### src/rtl/cfg_rdbk_pkg.sv
package cfg_rdbk_pkg;

  localparam logic [31:0] W_DUMMY = 32'hFFFF_FFFF;
  localparam logic [31:0] W_BUSW  = 32'h0000_00BB;
  localparam logic [31:0] W_BUSD  = 32'h1122_0044;
  localparam logic [31:0] W_SYNC  = 32'hAA99_5566;
  localparam logic [31:0] W_NOOP  = 32'h2000_0000;

  localparam logic [1:0] OP_RD = 2'b01;
  localparam logic [1:0] OP_WR = 2'b10;

  localparam logic [4:0] RA_FAR  = 5'd1;
  localparam logic [4:0] RA_FDRO = 5'd3;
  localparam logic [4:0] RA_CMD  = 5'd4;

  localparam logic [31:0] CV_RCFG   = 32'd4;
  localparam logic [31:0] CV_RCRC   = 32'd7;
  localparam logic [31:0] CV_DESYNC = 32'd13;

  typedef enum logic [1:0] {ST_IDLE, ST_HDR, ST_CAP, ST_DSY} seq_st_t;
  typedef enum logic {PH_HDR, PH_DSY} phase_t;

  function automatic logic [31:0] t1_hdr(input logic [1:0] op, input logic [4:0] ra,
                                         input logic [10:0] cnt);
    return {3'b001, op, 9'd0, ra, 2'd0, cnt};
  endfunction

endpackage

### src/rtl/cfg_script_gen.sv
module cfg_script_gen
  import cfg_rdbk_pkg::*;
#(
  parameter int WORDS_PER_FRAME = 101,
  parameter int IDX_W           = 6
) (
  input  phase_t            phase_i,
  input  logic [IDX_W-1:0]  idx_i,
  input  logic [31:0]       far_i,
  output logic [31:0]       word_o
);
  localparam int TOTAL = 2 * WORDS_PER_FRAME;
  localparam logic [31:0] RDLEN = 32'h4800_0000 | 32'(TOTAL);

  always_comb begin
    word_o = W_NOOP;
    if (phase_i == PH_DSY) begin
      case (int'(idx_i))
        0:       word_o = t1_hdr(OP_WR, RA_CMD, 11'd1);
        1:       word_o = CV_DESYNC;
        default: word_o = W_NOOP;
      endcase
    end else begin
      case (int'(idx_i))
        0:       word_o = W_DUMMY;
        1:       word_o = W_BUSW;
        2:       word_o = W_BUSD;
        3:       word_o = W_DUMMY;
        4:       word_o = W_SYNC;
        6:       word_o = t1_hdr(OP_WR, RA_CMD, 11'd1);
        7:       word_o = CV_RCRC;
        14:      word_o = t1_hdr(OP_WR, RA_CMD, 11'd1);
        15:      word_o = CV_RCFG;
        17:      word_o = t1_hdr(OP_WR, RA_FAR, 11'd1);
        18:      word_o = far_i;
        19:      word_o = t1_hdr(OP_RD, RA_FDRO, 11'd0);
        20:      word_o = RDLEN;
        default: word_o = W_NOOP;
      endcase
    end
  end
endmodule

### src/rtl/cfg_cmd_emit.sv
module cfg_cmd_emit (
  input  logic        clk,
  input  logic        rst,
  input  logic        load_i,
  input  logic [31:0] word_i,
  input  logic        ready_i,
  output logic        free_o,
  output logic        valid_o,
  output logic [31:0] data_o
);
  assign free_o = !valid_o || ready_i;

  always_ff @(posedge clk) begin
    if (rst) begin
      valid_o <= 1'b0;
      data_o  <= '0;
    end else if (free_o) begin
      valid_o <= load_i;
      if (load_i) data_o <= word_i;
    end
  end
endmodule

### src/rtl/cfg_rd_capture.sv
module cfg_rd_capture #(
  parameter int TOTAL = 202
) (
  input  logic        clk,
  input  logic        rst,
  input  logic        en_i,
  input  logic        rd_valid_i,
  input  logic [31:0] rd_data_i,
  output logic        rd_ready_o,
  input  logic        res_ready_i,
  output logic        res_valid_o,
  output logic [31:0] res_data_o,
  output logic        res_last_o,
  output logic        cap_done_o
);
  localparam int CNT_W = $clog2(TOTAL + 1);
  localparam logic [CNT_W-1:0] LAST_IDX = CNT_W'(TOTAL - 1);

  logic [CNT_W-1:0] cnt;
  logic             acc;

  assign rd_ready_o = en_i && (!res_valid_o || res_ready_i);
  assign acc        = rd_valid_i && rd_ready_o;
  assign cap_done_o = acc && (cnt == LAST_IDX);

  always_ff @(posedge clk) begin
    if (rst) begin
      cnt         <= '0;
      res_valid_o <= 1'b0;
      res_data_o  <= '0;
      res_last_o  <= 1'b0;
    end else begin
      if (res_valid_o && res_ready_i) res_valid_o <= 1'b0;
      if (acc) begin
        res_valid_o <= 1'b1;
        res_data_o  <= rd_data_i;
        res_last_o  <= (cnt == LAST_IDX);
        cnt         <= (cnt == LAST_IDX) ? '0 : cnt + 1'b1;
      end
    end
  end
endmodule

### src/rtl/cfg_frame_rdbk_seq.sv
module cfg_frame_rdbk_seq
  import cfg_rdbk_pkg::*;
#(
  parameter int WORDS_PER_FRAME = 101,
  parameter int FLUSH_NOOPS     = 32
) (
  input  logic        clk,
  input  logic        rst,
  input  logic        start_i,
  input  logic [31:0] frame_addr_i,
  output logic        busy_o,
  output logic        done_o,
  output logic        cmd_valid_o,
  input  logic        cmd_ready_i,
  output logic [31:0] cmd_data_o,
  input  logic        rd_valid_i,
  output logic        rd_ready_o,
  input  logic [31:0] rd_data_i,
  output logic        res_valid_o,
  input  logic        res_ready_i,
  output logic [31:0] res_data_o,
  output logic        res_last_o
);
  localparam int TOTAL   = 2 * WORDS_PER_FRAME;
  localparam int HDR_LEN = 23 + FLUSH_NOOPS;
  localparam int DSY_LEN = 4;
  localparam int IDX_W   = $clog2(HDR_LEN + 1);
  localparam logic [IDX_W-1:0] HDR_END = IDX_W'(HDR_LEN);
  localparam logic [IDX_W-1:0] DSY_END = IDX_W'(DSY_LEN);

  seq_st_t          st;
  logic [IDX_W-1:0] idx;
  logic [31:0]      far_q;
  logic [31:0]      word;
  logic             emit_free;
  logic             emit_load;
  logic             cap_done;
  phase_t           phase;

  assign phase  = (st == ST_DSY) ? PH_DSY : PH_HDR;
  assign busy_o = (st != ST_IDLE);
  assign emit_load = emit_free &&
                     (((st == ST_HDR) && (idx < HDR_END)) ||
                      ((st == ST_DSY) && (idx < DSY_END)));

  cfg_script_gen #(
    .WORDS_PER_FRAME(WORDS_PER_FRAME),
    .IDX_W(IDX_W)
  ) u_gen (
    .phase_i(phase),
    .idx_i  (idx),
    .far_i  (far_q),
    .word_o (word)
  );

  cfg_cmd_emit u_emit (
    .clk    (clk),
    .rst    (rst),
    .load_i (emit_load),
    .word_i (word),
    .ready_i(cmd_ready_i),
    .free_o (emit_free),
    .valid_o(cmd_valid_o),
    .data_o (cmd_data_o)
  );

  cfg_rd_capture #(
    .TOTAL(TOTAL)
  ) u_cap (
    .clk        (clk),
    .rst        (rst),
    .en_i       (st == ST_CAP),
    .rd_valid_i (rd_valid_i),
    .rd_data_i  (rd_data_i),
    .rd_ready_o (rd_ready_o),
    .res_ready_i(res_ready_i),
    .res_valid_o(res_valid_o),
    .res_data_o (res_data_o),
    .res_last_o (res_last_o),
    .cap_done_o (cap_done)
  );

  always_ff @(posedge clk) begin
    if (rst) begin
      st     <= ST_IDLE;
      idx    <= '0;
      far_q  <= '0;
      done_o <= 1'b0;
    end else begin
      done_o <= 1'b0;
      case (st)
        ST_IDLE: if (start_i) begin
          far_q <= frame_addr_i;
          idx   <= '0;
          st    <= ST_HDR;
        end
        ST_HDR: if (emit_free) begin
          if (idx < HDR_END) idx <= idx + 1'b1;
          else               st  <= ST_CAP;
        end
        ST_CAP: if (cap_done) begin
          idx <= '0;
          st  <= ST_DSY;
        end
        ST_DSY: if (emit_free) begin
          if (idx < DSY_END) idx <= idx + 1'b1;
          else begin
            st     <= ST_IDLE;
            done_o <= 1'b1;
          end
        end
        default: st <= ST_IDLE;
      endcase
    end
  end
endmodule

### config.mk
export PLATFORM = sky130hd
export DESIGN_NAME = cfg_frame_rdbk_seq
export DESIGN_NICKNAME = d
export VERILOG_FILES = /design/src/rtl/cfg_rdbk_pkg.sv /design/src/rtl/cfg_script_gen.sv /design/src/rtl/cfg_cmd_emit.sv /design/src/rtl/cfg_rd_capture.sv /design/src/rtl/cfg_frame_rdbk_seq.sv
export SDC_FILE = /design/constraint.sdc
export NUM_CORES = 1
export LEC_CHECK = 0
export BUFFER_PORTS_ARGS = -buffer_cell sky130_fd_sc_hd__buf_2
export CAP_MARGIN = 20
export CORE_UTILIZATION = 56
export CTS_CLUSTER_DIAMETER = 80
export CTS_CLUSTER_SIZE = 10
export DETAILED_ROUTE_END_ITERATION = 7
export PLACE_DENSITY = 0.85
export SLEW_MARGIN = 20
export SYNTH_ARGS = -nofsm -noshare
export SYNTH_HDL_FRONTEND = slang
export SYNTH_SLANG_ARGS = --single-unit
### constraint.sdc
create_clock -name clk -period 7.1 [get_ports clk]
set_clock_uncertainty 0.2 [all_clocks]
set_input_delay 0.71 -clock clk [delete_from_list [all_inputs] [get_ports clk]]
set_output_delay 0.71 -clock clk [all_outputs]
set_load 0.02 [all_outputs]
### Yosys cells after proc, flatten, opt, wreduce, memory -nomap -nowiden

Index checks and enable logic that the tools add are counted.

| word-level totals | value |
|---|---|
| latch bits | 0 |
| bits in writable memories | 0 |
| bits in registers | 116 |
| output and inout port bits | 70 |
| memories kept | 0 |
| ROM bits | 0 |

| operators by class | value |
|---|---|
| shifts and indexed selects | 0 |
| multiply operators | 0 |
| reduce and logical (&&, ||, !) cells | 23 |
| bitwise operators | 2 |
| div/mod/pow operators | 0 |
| add/sub/neg operators | 2 |
| eq/ne operators | 24 |
| muxes and demuxes | 22 |
| $lt $le $gt $ge | 2 |

Operators with widths:

| operator | count |
|---|---|
| 32-bit case mux with 11 select lines | 1 |
| 30-bit case mux with 2 select lines | 1 |
| 6-bit two-way mux | 6 |
| 32-bit two-way mux | 1 |
| 6-bit by 5-bit equality test with 1-bit output, second input constant | 4 |
| 6-bit case mux with 4 select lines | 1 |
| 6-bit by 3-bit equality test with 1-bit output, second input constant | 3 |
| 6-bit by 2-bit equality test with 1-bit output, second input constant | 2 |
| 6-bit by 4-bit equality test with 1-bit output, second input constant | 2 |
| 2-bit two-way mux | 6 |
| 2-bit != test, second input constant | 6 |
| 6-bit AND reduction | 2 |
| 8-bit by 1-bit adder with 8-bit output, second input constant | 1 |
| 8-bit equality test, second input constant | 1 |
| 8-bit two-way mux | 1 |
| 2-bit case mux with 4 select lines | 1 |
| 1-bit logical AND | 7 |
| 6-bit by 1-bit adder with 6-bit output, second input constant | 1 |
| 6-bit by 1-bit equality test with 1-bit output, second input constant | 1 |
| 6-bit logical NOT | 1 |
| 6-bit by 3-bit less-than comparator with 1-bit output, second input constant | 1 |
| 6-bit less-than comparator, second input constant | 1 |
| 2-bit equality test, second input constant | 2 |
| 1-bit two-way mux | 4 |
| other kinds (10) | 18 |

### Depth between registers and ports, before layout

Gate-level depths: netlist of run 1.

| depth | value |
|---|---|
| depth in word-level cells | 7 |
| mapped depth | 8 |

### Cells and area by module

A second synthesis of run 1 with hierarchy kept.

| second synthesis, totals | value |
|---|---|
| cell total of the unflattened synthesis | 669 |
| area, all modules | 5,444.0 sq um |

Modules (own cells, without submodules):

| module | area each (sq um) | times used | cells each | seq. area each (sq um) |
|---|---|---|---|---|
| cfg_frame_rdbk_seq | 1,692.9 | 1 | 210 | 820.8 |
| cfg_rd_capture | 1,609.0 | 1 | 193 | 840.8 |
| cfg_cmd_emit | 1,443.9 | 1 | 150 | 660.6 |
| cfg_script_gen | 698.2 | 1 | 116 | 0.0 |

### Worst setup path after synthesis of run 1

OpenSTA, ideal clock, no wires.

| timing path | value |
|---|---|
| kind | register to register |
| start point | register idx[0] |
| end point | register u_emit.data_o[0] |
| data arrival time | 2.062 ns |
| setup time | 0.130 ns |
| slack | 4.708 ns |
| period minus slack after synthesis | 2.392 ns |
| cell stages (with the launch flop) | 8 |
| path buffers | 1 |
| path through | dfxtp_1 inv_1 ha_1 o31a_2 or4_4 nand4_4 buf_12 o22ai_2 |

| between the ends | value |
|---|---|
| word-level cells in the longest chain between the ends | 5 |

Ends and longest elaborated chain:

| what | line | source |
|---|---|---|
| from (decl) | cfg_frame_rdbk_seq.sv:32 | `logic [IDX_W-1:0] idx;` |
| from (signal assigned) | cfg_frame_rdbk_seq.sv:98 | `if (idx < HDR_END) idx <= idx + 1'b1;` |
| from (signal assigned) | cfg_frame_rdbk_seq.sv:106 | `if (idx < DSY_END) idx <= idx + 1'b1;` |
| 6-bit less-than comparator / 6-bit by 3-bit less-than comparator with 1-bit output (equally long branches) | cfg_frame_rdbk_seq.sv:43, cfg_frame_rdbk_seq.sv:44 |  |
| 1-bit logical AND, on equally long branches | cfg_frame_rdbk_seq.sv:43, cfg_frame_rdbk_seq.sv:44 |  |
| 1-bit logical OR | cfg_frame_rdbk_seq.sv:43 | `(((st == ST_HDR) && (idx < HDR_END)) \|\|` |
| 1-bit logical AND | cfg_frame_rdbk_seq.sv:42 | `assign emit_load = emit_free &&` |
| 2-bit AND reduction (no line) | - |  |
| to (signal assigned) | cfg_cmd_emit.sv:19 | `if (load_i) data_o <= word_i;` |
| to (decl) | cfg_cmd_emit.sv:9 | `output logic [31:0] data_o` |

Several ways; a longest one is shown, not always the timed one.
A chain may end at the register's enable or synchronous reset.

### Worst setup path after layout of run 1

| timing path | value |
|---|---|
| start point | register idx[0] |
| end point | register u_emit.data_o[22] |

The elaborated chain is that of the path after synthesis.

==> results of run 1 <==
==> report_power, final <==
part	switching [W]	total (W)	internal, W
Combinational	0.000545	0.000848	0.000303
Clock	0.000321	0.000842	0.000521
Sequential	0.0000849	0.000864	0.000779
==> state kept, by name, summed over array words and instances (netlist names) <==
name               cells
done_o                 1
far_q                 32
idx                    6
st                     2
u_cap.cnt              8
u_cap.res_data_o      32
u_cap.res_last_o       1
u_cap.res_valid_o      1
u_emit.data_o         32
u_emit.valid_o         1
==> cells in the mapped netlist (all sizes together), types with 2 or more instances <==
cell type,number
a2111oi,2
a211o,4
a211oi,14
a21o,2
a21oi,98
a221oi,2
a22oi,4
a31o,2
a31oi,2
and2,4
and3,5
buf,17
clkbuf,21
dfxtp,116
ha,11
inv,14
mux2i,2
nand2,136
nand2b,10
nand3,5
nand3b,2
nand4,7
nor2,26
nor2b,2
nor3,4
nor4,2
nor4b,3
o21a,2
o21ai,3
o22ai,2
o2bb2ai,22
o31a,2
o31ai,2
o41ai,4
or2,6
or3,3
or3b,2
xnor2,2
xor2,4
==> metrics by stage <==
step	cells	cell area [um2]	utilization
2_1_floorplan	576	5090	-
3_3_place_gp	788	5740	0.655
3_5_place_dp	789	5760	0.657
4_1_cts	821	6350	0.724
5_1_grt	821	6350	0.725
6_report	821	6350	0.725
==> layout by cell type, fill, tap and decap left out, drive strengths merged, types with 3 or more instances in the layout <==
master,synthesis,routed
a211o,4,4
nand3,5,5
clkinv,0,4
nor4b,3,3
a22oi,4,4
buf,17,143
or3,3,3
nor3,4,4
and2,4,4
a211oi,14,14
nand2b,10,10
nor2,26,26
ha,11,11
o2bb2ai,22,22
or2,6,6
o41ai,4,4
inv,14,16
dfxtp,116,116
o21ai,3,3
xor2,4,4
clkinvlp,0,5
nand4,7,7
and3,5,5
nand2,136,136
a21oi,98,98
clkbuf,21,19
==> per-layer routing <==
metal | track usage | wire [um] | vias to the layer above
met5 | 0 | 0 | -
met3 | 0.0856 | 782 | 46
met1 | 0.340 | 5430 | 2236
met2 | 0.465 | 6710 | 178
met4 | 0.147 | 459 | 0
li1 | - | - | 2256
==> worst reg2reg max path, delay by kind of cell (launching register included) <==
kind,cells,cell delay [ns]
adders and majority gates,1,0.46
AOI/OAI and AO/OA,2,0.81
buffers and inverters,1,0.15
DFF,1,0.41
and+or+nand+nor,2,0.70
==> how the worst max path moves through the flow <==
stage                start           endpoint  slack, ns  cells after the start
5_1_grt             idx[0]   u_emit.data_o[4]       4.05                      6
4_1_cts             idx[4]   u_emit.data_o[2]       4.11                      5
2_1_floorplan       idx[0]   u_emit.data_o[0]       4.71                      7
3_5_place_dp        idx[4]  u_emit.data_o[15]       4.15                      5
3_3_place_gp   res_ready_i       u_cap.cnt[1]       4.25                      6
6_report            idx[0]  u_emit.data_o[22]       4.30                      6
==> kinds of logic after synthesis <==
family / count (synthesis) / share of synthesized area
multiplexers: 2 / 0.00393
AND/OR/NAND/NOR: 221 / 0.204
buffers and inverters: 52 / 0.0502
AO/OA/AOI/OAI: 168 / 0.249
XOR/XNOR: 6 / 0.0103
flip-flops: 116 / 0.456
adder cells (fa/ha/maj): 11 / 0.0270
==> final cells by class <==
| type | instances | area [um2] | area share |
|---|---|---|---|
| clock buffers | 19 | 442 | 0.0695 |
| clock inverters | 13 | 150 | 0.0236 |
| inverters | 14 | 52.6 | 0.00827 |
| multi-input cells | 408 | 2520 | 0.396 |
| flip-flops and latches | 116 | 2320 | 0.365 |
| well taps | 108 | 135 | 0.0213 |
| repair buffers | 143 | 733 | 0.115 |
==> results.md, run 1 <==
- Status: completed
- Fin. Hold Viols: 0
- Fillers: between 600 and 700
- Die Y: between 90 and 100 um
- Synth top area share: 0.456
- Post-synth EDFFs: 0
- Hold Path End: u_cap.res_data_o[15]
- Total global routing overflow: 0
- Initial antenna violation count: 0
- Maximum clock insertion buffer count: 2
- Post-CTS Hold Fix Bufs: 0
- DRT Pass-1 Iters: 5
- Layout area overhead: 24.9%
- Syn Std Cell Area: around 5100 um2
- Largest net degree at the start of global routing: a little under 90
- Cts bufs inserted: 17
- Post-layout min period: ~2.8 ns
- Worst-Margin Slew: roughly 0.95 ns
- Routed WL: around 13000 um
- Vias in the first global route: between 4k and 5k
- Slowest stage cell, crit path: a2111oi_2
- CTS tree: built
- Vias per Instance: around 5.7
- Clk_lat worst skew: 0.52 ns
- Total track usage: 0.285
- Reg2reg path depth: 6
- Max-Slew Margin vs Limit: 0.363
- Drt wl/cell: approximately 16 um
- Clk pin slew, worst setup/hold paths: 0.07 ns
- CP max stage delay: 0.48 ns
- Synth top area cells: dfxtp_1 (46%), nand2_1 (10%), a21oi_1 (9.4%)
- Post-Syn Instances: between 500 and 600
- Hold_ws: between 0.2 and 0.25 ns
- CTS root buffer: clkbuf_8
- Cells along the critical path: ha_1 -> inv_1 -> a2111oi_2 -> or4_4 -> nand4_4 -> o2bb2ai_2
- Crit Path Class: reg2reg
- Fin crit share: 0.394
- Worst endpoint required time: 7.33 ns
- CP bufs+invs: 1
- Routability cong.: roughly 0.85
- First-pass GRT wire length: ~22000 um
- I/O pin count: 140
- NumNets Final: slightly below 800
- H-tree depth: 4
- Mean post-synth cell area: just under 9 um2
- Drc violations: 0
- Layout cells sized above 1: 0.303
- Cell variety after synth: 58
- Fmax: 357 MHz
- Post-CTS setup buffers: 0
- Worst setup margin: 4.30 ns
- DRT antenna net count: 0
- Post-Place Setup Slack: between 4 and 5 ns
- CTS resizes: 0
- Chip width: around 97 um
- Total power: approximately 0.0026 W
- Die outline area: around 9500 um2
- Core box area: ~8800 um2
- FF-to-FF setup slack: 4.30 ns
- Synth async-reset ratio: 0
- Final setup fails: 0
- Yosys reg bits: between 100 and 150
- Net Count, Synth: ~660
- Crit path max fanout: 23
- R2R Path End: u_emit.data_o[22]
- Hold Crit Class: in2reg
- Setup_tns: 0 ns
- Port Buffer Count: 139
- Clock Sinks: 116
- Vias: between 4k and 5k
- Pwr/cell area: roughly 400 nW/um2
- Leakage: ~2.7 nW
- Unrepaired setup endpoints after global routing: no
- Fin. max-slew vios: 0
- Hold wc startpoint: rd_data_i[15]
- Post-DP HPWL: between 8000 and 9000 um
- Worst Path Arrival: 3.03 ns
- Delay-heaviest family, CP: compound AO/OA/AOI/OAI gates
- N_diodes: 0
- RR Startpoint: idx[0]
- Worst VDD drop: 0.000193 V
- Worst hold stages: 3
- Synth area leader: dfxtp_1
- CP Launch Type: flop
- Crit end category: flop
- Iteration-0 DRC count of the detailed router: roughly 280
- Primary FF master, synth: dfxtp_1
- Initial Utilization: 0.581
- YS warnings: 0
- Seq/Total Area, Yosys: 0.456
- Row count: 34
- # Max-Cap Violations: 0
Power figures use the tool's default switching activity.
==> run 2: changes to the inputs <==
--- a/config.mk
+++ b/config.mk
@@ -7,11 +7,11 @@
 export LEC_CHECK = 0
 export BUFFER_PORTS_ARGS = -buffer_cell sky130_fd_sc_hd__buf_2
 export CAP_MARGIN = 20
-export CORE_UTILIZATION = 56
+export CORE_UTILIZATION = 47
 export CTS_CLUSTER_DIAMETER = 80
 export CTS_CLUSTER_SIZE = 10
 export DETAILED_ROUTE_END_ITERATION = 7
-export PLACE_DENSITY = 0.85
+export PLACE_DENSITY = 0.76
 export SLEW_MARGIN = 20
 export SYNTH_ARGS = -nofsm -noshare
 export SYNTH_HDL_FRONTEND = slang
==> constraint.sdc (replaced) <==
create_clock -name clk -period 2.55 [get_ports clk]
set_clock_uncertainty 0.2 [all_clocks]
set_input_delay 0.255 -clock clk [delete_from_list [all_inputs] [get_ports clk]]
set_output_delay 0.255 -clock clk [all_outputs]
set_load 0.02 [all_outputs]
==> results.md, run 2 (same netlist as run 1, synthesis figures left out) <==
- Leakage: just over 3 nW
- Cells along the critical path: inv_1 -> ha_1 -> o31a_2 -> or4_4 -> nand4_4 -> buf_4 -> o22ai_2
- I/O pin count: 140
- Iteration-0 DRC count of the detailed router: between 300 and 400
- Die Y: approximately 110 um
- Commonest non-fill, non-tap cell in the layout: buf_2
- Clk_lat worst skew: around 0.5 ns
- Row count: 37
- NumNets Final: 863
- Clk pin slew, worst setup/hold paths: roughly 0.060 ns
- Cell Int Power: 0.00481 W
- Crit end category: flop
- Unrepaired setup endpoints after global routing: no
- CP Launch Type: flop
- Initial Utilization: 0.489
- Setup_tns: 0 ns
- Total global routing overflow: 0
- Largest net degree at the start of global routing: 36
- Fin. Hold Viols: 0
- Logic pwr share: 0.340
- Maximum clock insertion buffer count: 2
- Die outline area: approximately 11000 um2
- Pwr/cell area: roughly 1000 nW/um2
- Routability cong.: roughly 0.92
- DRT antenna net count: 0
- Crit Path Class: reg2reg
- Drc violations: 0
- DRT Pass-1 Iters: 5
- First-pass GRT wire length: 24400 um
- Post-Place Setup Slack: ~0.10 ns
- Worst endpoint required time: between 2 and 3 ns
- # placed instances: around 830
- Final setup fails: 0
- Routed WL: between 15000 and 20000 um
- Hold Crit Class: in2reg
- Crit path from: idx[0]
- Worst-Margin Slew: a little over 1 ns
- Layout area overhead: 42.2%
- Crit path max fanout: 7
- Vias per Instance: 5.46
- Port Buffer Count: roughly 140
- Slowest stage cell, crit path: or4_4
- Delay-heaviest family, CP: simple AND/OR/NAND/NOR gates
- Fin cells: around 930
- Final Instance Area: just over 7000 um2
- Vias: ~5.1k
- Seq pwr share: 0.323
- Hold wc startpoint: rd_valid_i
- Fin crit share: 0.961
- Layout cells sized above 1: 0.289
- Fmax: just over 400 MHz
- Total track usage: 0.276
- CP bufs+invs: 2
- P_sw: between 0.002 and 0.003 W
- N_diodes: 0
- Worst Path Arrival: around 2.6 ns
- Worst VDD drop: between 0.0004 and 0.0005 V
- Worst setup margin: ~0.10 ns
- RR Startpoint: idx[0]
- CP max stage delay: 0.56 ns
- Vias in the first global route: a little over 5k
- Cts bufs inserted: 17
- Initial antenna violation count: 0
- Status: completed
- Max-Slew Margin vs Limit: 0.303
- Post-DP HPWL: around 9700 um
- Total power: roughly 0.0075 W
- CTS root buffer: clkbuf_8
- CTS tree: built
- Post-layout min period: roughly 2.4 ns
- Core box area: around 10000 um2
- Sw frac: 0.355
- Clock Sinks: ~120
- Largest regs: far_q x32, u_cap.res_data_o x32, u_emit.data_o x32
- Chip width: 106 um
- # Max-Cap Violations: 0
- Post-Place Cell Area: around 5900 um2
- H-tree depth: 4
- Fin. max-slew vios: 0
- Drt wl/cell: about 16 um
- Most frequent cells in the layout: buf_2 (139), nand2_1 (136), dfxtp_1 (115)
- Clock Power Share: 0.336
[run 2: final timing paths]
check	to	slack, ns	cells past startpoint
worst max-delay path	u_emit.data_o[0]	0.10	7
worst min-delay path	u_cap.res_last_o	0.02	5
worst max register to register	u_emit.data_o[0]	0.10	7
worst min register to register	u_cap.res_data_o[11]	0.25	2
[run 2: tightest hold or removal path, stage by stage]
cell and delay (ns):
buf_2 0.11, nand3_1 0.10, nor3_1 0.07, a21oi_1 0.11
nor2_1 0.04
[run 2: metrics by stage]
step | hold WS [ns] | utilization
floorplan | 0.191 | -
global placement | 0.239 | 0.569
detailed placement | 0.244 | 0.569
CTS | 0.0104 | 0.693
global route | 0.0498 | 0.695
finish | 0.0229 | 0.695
[run 2: power groups by stage]
stage | Combinational, W | Clock [W] | Sequential (W)
2_1_floorplan | 0.00147 | 0 | 0.00265
3_3_place_gp | 0.00232 | 0 | 0.00242
3_5_place_dp | 0.00240 | 0 | 0.00243
4_1_cts | 0.00251 | 0.00253 | 0.00240
5_1_grt | 0.00275 | 0.00260 | 0.00244
6_report | 0.00254 | 0.00251 | 0.00241
[run 2: area by class of cell]
cell class,count,area (um2)
Multi-Input combinational cell,408,2530
Fill cell,767,3180
Tap cell,136,170
Inverter,14,52.6
Clock buffer,20,455
Timing Repair Buffer,225,1530
Sequential cell,116,2320
Clock inverter,12,178
[run 2: metal layers]
layer / vias up / global-route usage / share of wire / wire length, um
met5: - / 0 / 0 / 0
met4: 0 / 0.142 / 0.030 / 463
met3: 46 / 0.0717 / 0.066 / 1000
met2: 222 / 0.480 / 0.50 / 7640
met1: 2405 / 0.311 / 0.40 / 6140
li1: 2414 / - / - / -
[run 2: repair_timing]
item / 4_1_cts / 5_1_grt
endpoints found under the setup margin: 0 / 12
hold endpoints to repair: 67 / 0
buffers inserted: 0 / 0
resized for setup: 0 / 2
hold buffers: 66 / 0
==> run 3: changes to the inputs <==
--- a/config.mk
+++ b/config.mk
@@ -12,6 +12,7 @@
 export CTS_CLUSTER_SIZE = 10
 export DETAILED_ROUTE_END_ITERATION = 7
 export PLACE_DENSITY = 0.76
+export RECOVER_POWER = 100
 export SLEW_MARGIN = 20
 export SYNTH_ARGS = -nofsm -noshare
 export SYNTH_HDL_FRONTEND = slang
==> results.md, run 3 (same netlist as run 1, synthesis figures left out) <==
- Setup_tns: 0 ns
- Hold_ws: between 0.02 and 0.025 ns
- Crit Path Class: reg2reg
- Post-DP HPWL: 9650 um
- First-pass GRT wire length: about 24000 um
- Worst endpoint required time: between 2 and 3 ns
- Clock Sinks: ~120
- Pwr/cell area: approximately 1000 nW/um2
- Post-layout min period: 2.43 ns
- Fmax: just over 400 MHz
- Hold Path End: u_cap.res_last_o
- Core box area: roughly 10000 um2
- Seq pwr share: 0.330
- CP bufs+invs: 2
- Vias per Instance: 5.51
- Worst Path Arrival: approximately 2.6 ns
- Clk_lat worst skew: about 0.52 ns
- Commonest non-fill, non-tap cell in the layout: nand2_1
- Unrepaired setup endpoints after global routing: no
- Most frequent cells in the layout: nand2_1 (136), dfxtp_1 (115), a21oi_1 (96)
- Total track usage: 0.276
- Cells along the critical path: inv_1 -> ha_1 -> o31a_2 -> or4_4 -> nand4_2 -> buf_4 -> o2bb2ai_1
- # Max-Cap Violations: 0
- Chip width: about 110 um
- CTS root buffer: clkbuf_8
- Leakage: approximately 2.7 nW
- Worst VDD drop: approximately 0.00049 V
- Drt wl/cell: about 16 um
- RR Startpoint: idx[0]
- Worst-Margin Slew: around 1.1 ns
- Crit path max fanout: 7
- Die Y: roughly 110 um
- Largest regs: far_q x32, u_cap.res_data_o x32, u_emit.data_o x32
- Status: completed
- Crit end category: flop
- Hold Crit Class: in2reg
- Final setup fails: 0
- Fin. max-slew vios: 0
- Row count: 37
- NumNets Final: around 860
- Die outline area: around 11000 um2
- Initial Utilization: 0.489
- Port Buffer Count: around 140
- Slowest stage cell, crit path: or4_4
- Sw frac: 0.356
- Total global routing overflow: 0
- Fin. Hold Viols: 0
- Max-Slew Margin vs Limit: 0.280
- Layout area overhead: 38.2%
- Iteration-0 DRC count of the detailed router: 348
- Routability cong.: between 0.9 and 1
- N_diodes: 0
- Reg2reg path depth: 7
- Logic pwr share: 0.325
- CP max stage delay: between 0.5 and 0.6 ns
- Vias in the first global route: ~5k
- Hold wc startpoint: rd_valid_i
- Cell Int Power: between 0.004 and 0.005 W
- Cts bufs inserted: 17
- Initial antenna violation count: 0
- Routed WL: ~15000 um
- Drc violations: 0
- Worst hold stages: 5
- Vias: approximately 5.1k
- P_sw: approximately 0.0026 W
- H-tree depth: 4
- DRT antenna net count: 0
- Maximum clock insertion buffer count: 2
- CTS tree: built
- I/O pin count: 140
- R2R Path End: u_emit.data_o[21]
- DRT Pass-1 Iters: 5
- Delay-heaviest family, CP: simple AND/OR/NAND/NOR gates
- Fin crit share: 0.953
- Layout cells sized above 1: 0.181
- CP Launch Type: flop
- Layout Utilization: 0.675
- Clk pin slew, worst setup/hold paths: about 0.060 ns
- FF-to-FF setup slack: 0.12 ns
- Largest net degree at the start of global routing: 36
- Post-CTS setup buffers: 0
- Clock Power Share: 0.344
run 3: changes by cell type in the layout (fill, tap and decap cells not counted), sizes merged:
cell / before / now
clkbuf: 20 / 92
buf: 159 / 87
run 3: tightest hold or removal path: cells and delay by family:
family,cells,cell delay (ns)
AND/OR/NAND/NOR,3,0.21
buffers and inverters,1,0.11
AO/OA/AOI/OAI,1,0.11
run 3: final cells by class:
class                           count  area (um2)
Fill cell                         841        3380
Timing Repair Buffer              225        1440
Sequential cell                   116        2320
Tap cell                          136         170
Multi-Input combinational cell    408        2420
Clock buffer                       20         455
Clock inverter                     12         178
Inverter                           14        52.6
run 3: layer usage:
layer / GRT usage / part of all wire / up-vias
met2: 0.480 / 0.51 / 244
met1: 0.311 / 0.40 / 2430
met4: 0.142 / 0.028 / 0
met5: 0 / 0 / -
li1: - / - / 2413
met3: 0.0717 / 0.069 / 40
run 3: worst max-delay path by stage:
stage	to	start	depth (start not counted)	slack (ns)
after floorplan	u_emit.data_o[0]	idx[0]	7	0.16
after global placement	u_emit.data_o[0]	idx[0]	7	0.16
after detailed placement	u_emit.data_o[0]	idx[0]	7	0.10
after CTS	u_emit.data_o[0]	idx[0]	7	0.06
after global routing	u_emit.data_o[28]	idx[1]	8	0.02
final	u_emit.data_o[21]	idx[0]	7	0.12
run 3: what timing repair did:
item                                   4_1_cts  5_1_grt
gates resized for setup                      0        2
hold buffers                                66        0
setup endpoints to repair                    0       12
endpoints found under the hold margin       67        0
run 3: power by group through the flow:
stage               clock network [W]  logic [W]  registers (W)
floorplan                           0    0.00147        0.00265
global placement                    0    0.00232        0.00242
detailed placement                  0    0.00240        0.00243
CTS                           0.00253    0.00251        0.00240
global route                  0.00260    0.00257        0.00244
finish                        0.00251    0.00237        0.00240
run 3: per-stage QoR:
stage / setup WS (ns) / cells / power [W] / area [um2]
global route: 0.0211 / 931 / 0.00761 / 7030
detailed placement: 0.103 / 833 / 0.00483 / 5930
finish: 0.120 / 931 / 0.00728 / 7030
floorplan: 0.158 / 576 / 0.00413 / 5090
global placement: 0.161 / 833 / 0.00474 / 5930
CTS: 0.0564 / 931 / 0.00743 / 7220
